<file path="src/rtl/uart_fstat_pkg.sv">
package uart_fstat_pkg;

    localparam int STAT_W    = 8;
    localparam int ERR_N     = 2;
    localparam int ERR_RXUDF = 0;
    localparam int ERR_TXOVF = 1;

    localparam logic [STAT_W-1:0] STAT_RESET = 8'hC0;
    localparam logic [STAT_W-1:0] ERR_MASK   = 8'h03;

    typedef struct packed {
        logic       tx_empty;
        logic       rx_empty;
        logic [3:0] rsvd;
        logic       tx_ovf;
        logic       rx_udf;
    } stat_byte_t;

    function automatic stat_byte_t build_status(
        input logic txe,
        input logic rxe,
        input logic [ERR_N-1:0] errs
    );
        stat_byte_t s;
        s.tx_empty = txe;
        s.rx_empty = rxe;
        s.rsvd     = '0;
        s.tx_ovf   = errs[ERR_TXOVF];
        s.rx_udf   = errs[ERR_RXUDF];
        return s;
    endfunction

endpackage

</file>
<file path="src/rtl/fifo_occupancy.sv">
module fifo_occupancy #(
    parameter int DEPTH = 16,
    localparam int CW   = $clog2(DEPTH + 1)
) (
    input  logic          clk,
    input  logic          rst,
    input  logic          push,
    input  logic          pop,
    output logic [CW-1:0] level,
    output logic          empty
);

    logic full;
    logic push_ok;
    logic pop_ok;

    assign empty   = (level == '0);
    assign full    = (level == CW'(DEPTH));
    assign push_ok = push && !full;
    assign pop_ok  = pop && !empty;

    always_ff @(posedge clk) begin
        if (rst) begin
            level <= '0;
        end else if (push_ok && !pop_ok) begin
            level <= level + 1'b1;
        end else if (pop_ok && !push_ok) begin
            level <= level - 1'b1;
        end
    end

    AST_LEVEL_BOUND: assert property (@(posedge clk) disable iff (rst)
        level <= CW'(DEPTH)) else $error("level above depth");
    AST_FULL_PUSH_HOLDS: assert property (@(posedge clk) disable iff (rst)
        (push && full && !pop) |=> (level == $past(level))) else $error("full push moved level");
    AST_EMPTY_POP_HOLDS: assert property (@(posedge clk) disable iff (rst)
        (pop && empty && !push) |=> (level == '0)) else $error("empty pop moved level");

endmodule

</file>
<file path="src/rtl/sticky_flag.sv">
module sticky_flag (
    input  logic clk,
    input  logic rst,
    input  logic set,
    input  logic clr,
    output logic flag
);

    always_ff @(posedge clk) begin
        if (rst) begin
            flag <= 1'b0;
        end else if (set) begin
            flag <= 1'b1;
        end else if (clr) begin
            flag <= 1'b0;
        end
    end

    AST_SET_WINS: assert property (@(posedge clk) disable iff (rst)
        set |=> flag) else $error("set lost");
    AST_CLEAR_ONE: assert property (@(posedge clk) disable iff (rst)
        (clr && !set) |=> !flag) else $error("clear ignored");
    AST_HOLD_ZERO: assert property (@(posedge clk) disable iff (rst)
        (!clr && !set && flag) |=> flag) else $error("flag dropped alone");

endmodule

</file>
<file path="src/rtl/uart_fifo_status_unit.sv">
module uart_fifo_status_unit
    import uart_fstat_pkg::*;
#(
    parameter int DEPTH = 16,
    localparam int CW   = $clog2(DEPTH + 1)
) (
    input  logic              clk,
    input  logic              rst,
    input  logic              tx_wr,
    input  logic              tx_take,
    input  logic              rx_put,
    input  logic              rx_rd,
    input  logic              stat_wr,
    input  logic [STAT_W-1:0] stat_wdata,
    input  logic              txovf_ie,
    input  logic              rxudf_ie,
    output logic [STAT_W-1:0] stat_rdata,
    output logic              irq,
    output logic [CW-1:0]     tx_level,
    output logic [CW-1:0]     rx_level
);

    logic             tx_empty;
    logic             rx_empty;
    logic [ERR_N-1:0] err_set;
    logic [ERR_N-1:0] err_clr;
    logic [ERR_N-1:0] err_flag;
    logic [ERR_N-1:0] err_en;
    logic [STAT_W-1:0] clr_mask;
    stat_byte_t       status;

    fifo_occupancy #(.DEPTH(DEPTH)) u_tx_occ (
        .clk   (clk),
        .rst   (rst),
        .push  (tx_wr),
        .pop   (tx_take),
        .level (tx_level),
        .empty (tx_empty)
    );

    fifo_occupancy #(.DEPTH(DEPTH)) u_rx_occ (
        .clk   (clk),
        .rst   (rst),
        .push  (rx_put),
        .pop   (rx_rd),
        .level (rx_level),
        .empty (rx_empty)
    );

    assign clr_mask = stat_wr ? (stat_wdata & ERR_MASK) : '0;

    always_comb begin
        err_set            = '0;
        err_set[ERR_TXOVF] = tx_wr && (tx_level == CW'(DEPTH));
        err_set[ERR_RXUDF] = rx_rd && rx_empty;
        err_en             = '0;
        err_en[ERR_TXOVF]  = txovf_ie;
        err_en[ERR_RXUDF]  = rxudf_ie;
    end

    assign err_clr = clr_mask[ERR_N-1:0];

    for (genvar g = 0; g < ERR_N; g++) begin : g_err
        sticky_flag u_flag (
            .clk  (clk),
            .rst  (rst),
            .set  (err_set[g]),
            .clr  (err_clr[g]),
            .flag (err_flag[g])
        );
    end

    assign status     = build_status(tx_empty, rx_empty, err_flag);
    assign stat_rdata = status;
    assign irq        = |(err_flag & err_en);

    AST_TXE_MATCH: assert property (@(posedge clk) disable iff (rst)
        stat_rdata[7] == (tx_level == '0)) else $error("tx empty mismatch");
    AST_RXE_MATCH: assert property (@(posedge clk) disable iff (rst)
        stat_rdata[6] == (rx_level == '0)) else $error("rx empty mismatch");
    AST_OVF_IRQ_NEXT: assert property (@(posedge clk) disable iff (rst)
        (tx_wr && tx_level == CW'(DEPTH)) |=> (stat_rdata[1] && (irq || !txovf_ie))) else $error("overflow not raised");
    AST_UDF_IRQ_NEXT: assert property (@(posedge clk) disable iff (rst)
        (rx_rd && rx_level == '0) |=> (stat_rdata[0] && (irq || !rxudf_ie))) else $error("underflow not raised");
    AST_IRQ_NEEDS_FLAG: assert property (@(posedge clk) disable iff (rst)
        irq |-> (stat_rdata[1] || stat_rdata[0])) else $error("irq without flag");

endmodule

</file>
<file path="config.mk">
export PLATFORM = sky130hd
export DESIGN_NAME = uart_fifo_status_unit
export DESIGN_NICKNAME = d
export VERILOG_FILES = /design/src/rtl/uart_fstat_pkg.sv /design/src/rtl/fifo_occupancy.sv /design/src/rtl/sticky_flag.sv /design/src/rtl/uart_fifo_status_unit.sv
export SDC_FILE = /design/constraint.sdc
export NUM_CORES = 1
export LEC_CHECK = 0
export CORE_MARGIN = 1.5
export CORE_UTILIZATION = 42
export DETAILED_ROUTE_END_ITERATION = 10
export PLACE_DENSITY = 0.87
export SLEW_MARGIN = 10
export SYNTH_ARGS = -nofsm -noshare
export SYNTH_HDL_FRONTEND = slang
export SYNTH_SLANG_ARGS = --single-unit
</file>
<file path="constraint.sdc">
create_clock -name clk -period 3.12 [get_ports clk]
set_clock_uncertainty 0.2 [all_clocks]
set_input_delay 0.624 -clock clk [delete_from_list [all_inputs] [get_ports clk]]
set_output_delay 0.624 -clock clk [all_outputs]
set_load 0.01 [all_outputs]
</file>
==> results.md <==
- TritonCTS clock tree: done
- Count of antenna-violating nets left after detailed routing: 0
- Avg Synthesized Cell Area: around 8.5 µm²
- Sequential-to-total area share from yosys stat: between 20% and 30%
- Peak VDD IR: roughly 520 µV
- Initial Utilization: 44.5%
- Final hold violations: 0
- Yosys warns: 0
- Post-route DRC: 0
- Num CTS Buffers: 3
- Antenna diode count: 0
- Number of rows in the core area: 16
- Hold Slack: approximately 0.32 ns
- First-pass GRT wire length: between 3000 and 4000 µm
- Maximum operating frequency: between 300 and 400 MHz
- Flops & latches, synth: 12
- Total negative slack for setup checks: 0 ns
- Count of final max-slew check failures: 0
- Class of the worst hold path: reg -> reg
- Clk pin slew, worst setup/hold paths: around 0.080 ns
- Outcome: finished, final reports clean
- Total of cells resized after clock tree synthesis: 0
- DRC marker count from the first detailed-route iteration: 13
- Setup Slack @ Placement: roughly 0.045 ns
- IO Port Bufs: 25
- Length of the first detailed-routing pass in iterations: 4
- Via count of the first global-routing pass: 710
- Half-perimeter wire length after placement: approximately 1300 µm
- Category of the worst setup path launch point: flip-flop
- Overflow after GRT: 0
- Chip width: ~48 µm
- Buffers from clock root to sink, at most: 2
- Share of synthesized flip-flops with an asynchronous set or reset: 0%
- Synthesized cell area: 865 µm²
- Final standard cell utilization of the core: roughly 58%
- Leakage power: ~0.00047 µW
- Initial antenna violation count: 0
- Synthesis-to-finish area growth: 30.1%
- Routability congestion estimate from global placement: ~0.77
- Data required time of the worst path: 3.09 ns
- Clock insertion delay at the later pin of the skew report: roughly 0.27 ns
- Hold buffers post-CTS: 0
- I/O pin count: 36
- Y dimension of the die: 48.4 µm
- Critical path arrival: about 2.9 ns
- Final net count: around 150
- Final critical-path share of the clock period: between 90 and 100%
- TritonCTS sink count: 12
- Total via count after detailed routing: 734
- Number of enable flip-flop cells after synthesis: 0
- GRT Resource Usage Total: about 17%
- Placeable core region: approximately 1900 µm²
- Unique cell type count in the Yosys netlist: 34
- Min setup slack post-route: around 0.22 ns
- Area taken by multi-input logic gates: between 500 and 600 µm²
- Final worst path period need: between 2 and 3 ns
- Max_cap viols: 0
- Final setup violation count: 0
- Post-CTS setup buffer count: 0
- Dominant register cell in the synthesized netlist: dfxtp_1
- Sum of internal, switching and leakage power: about 1300 µW
- Wire per inst: roughly 12 µm
- Final wirelength: between 1500 and 2000 µm
- Total power per unit cell area: about 1200 nW/µm²
- Post-Synthesis Cells: roughly 100
- H-tree depth: 1
- Critical Path Fanout Max: 6
- Sequential cell area: roughly 240 µm²
- Number of inserted filler cells in the final layout: ~190
- Detail-routed via count per cell: 4.89
- Kind of end point of the critical path: flip-flop
- Maximum number of pins on one net before global-route repair: 12
- CTS Root Cell: clkbuf_4
- Critical path class: reg -> reg
- RSZ-0062 raised after global routing: false
- Die area: 2340 µm²
- Layout cells sized above 1: between 5 and 6%
routing by layer:
| metal | wire [µm] | vias up | GRT usage, % |
|---|---|---|---|
| li1 | - | 384 | - |
| met1 | 809 | 330 | 20.5 |
| met2 | 844 | 18 | 28.5 |
| met3 | 70 | 2 | 2.78 |
| met4 | 19 | 0 | 7.14 |
| met5 | 0 | - | 0 |
stage by stage:
stage,instances,area [µm²]
after detailed placement,146,1090
after floorplan,105,876
after CTS,150,1120
after global placement,146,1090
final,150,1120
after global routing,150,1120
final cells by class:
cell class	count	area share (%)
timing repair buffer	26	22.9
multi-input combinational	77	48.2
clock buffer	4	3.23
inverter	4	1.33
sequential	12	21.4
tap	27	3.00
logic make-up (layout without fill, tap and decap cells):
logic type	after synthesis	count (layout)	synth area share, %
XOR/XNOR	5	5	5.07
adder cells (fa/ha/maj)	11	11	17.7
flip-flops	12	12	27.8
AO/OA/AOI/OAI	19	19	14.2
AND/OR/NAND/NOR	35	35	20.3
buffers and inverters	16	34	10.9
other	1	4	0.434
multiplexers	3	3	3.76
critical path, cell delays in order (launching register included):
cell      delay [ns]
dfxtp_1         0.39
or4_1           0.56
o21ai_0         0.17
ha_1            0.19
inv_1           0.11
ha_1            0.35
a21oi_1         0.20
a211oi_1        0.10
a31oi_1         0.18
mux2_2          0.36
where the power goes:
| group | switching (µW) | total [µW] | internal (µW) |
|---|---|---|---|
| clock network | 55.7 | 127 | 70.9 |
| registers | 92.4 | 315 | 223 |
| logic | 415 | 879 | 465 |
| total | 563 | 1320 | 759 |
cell usage after synthesis, drive strengths merged (2+ instances only):
cell type  number  area, µm²
xnor2           2       17.5
buf            10       70.1
a21oi           7       35.0
nand2           4       15.0
a211oi          2       15.0
a31oi           2       12.5
inv             4       15.0
a21boi          2       15.0
mux2            2       22.5
clkbuf          2       8.75
nand3b          2       15.0
xor2            3       26.3
fa              2       40.0
nand3           2       10.0
nor2           17       63.8
ha              9        113
nor4            3       18.8
dfxtp          12        240
nor2b           2       12.5
state kept, by name, summed over array words and instances (netlist names):
| name | count |
|---|---|
| u_rx_occ.level | 5 |
| g_err.u_flag.flag | 2 |
| u_tx_occ.level | 5 |
layout by cell type (no fill, tap or decap):
cell type,n
a211oi_1,2
a21boi_0,2
a21o_1,1
a21oi_1,7
a22o_1,1
a22oi_1,1
a31oi_1,2
a32oi_1,1
and2b_1,1
and4bb_1,1
buf_4,1
clkbuf_4,3
clkbuf_8,1
clkdlybuf4s50_1,25
conb_1,4
dfxtp_1,12
fa_1,2
ha_1,9
inv_1,4
mux2_2,2
mux2i_1,1
nand2_1,4
nand2b_1,1
nand3_1,2
nand3b_1,2
nor2_1,17
nor2b_1,2
nor4_1,3
o21ai_0,1
o31ai_1,1
or3_1,1
or4_1,1
xnor2_1,2
xor2_1,3
final timing paths:
path / startpoint / endpoint / slack, ns / depth (start not counted)
worst min register to register: g_err[1].u_flag.flag / g_err[1].u_flag.flag / 0.32 / 2
worst max-delay path: u_tx_occ.level[0] / u_tx_occ.level[4] / 0.22 / 9
worst max register to register: u_tx_occ.level[0] / u_tx_occ.level[4] / 0.22 / 9
worst min-delay path: g_err[1].u_flag.flag / g_err[1].u_flag.flag / 0.32 / 2
Power figures use the tool's default switching activity.
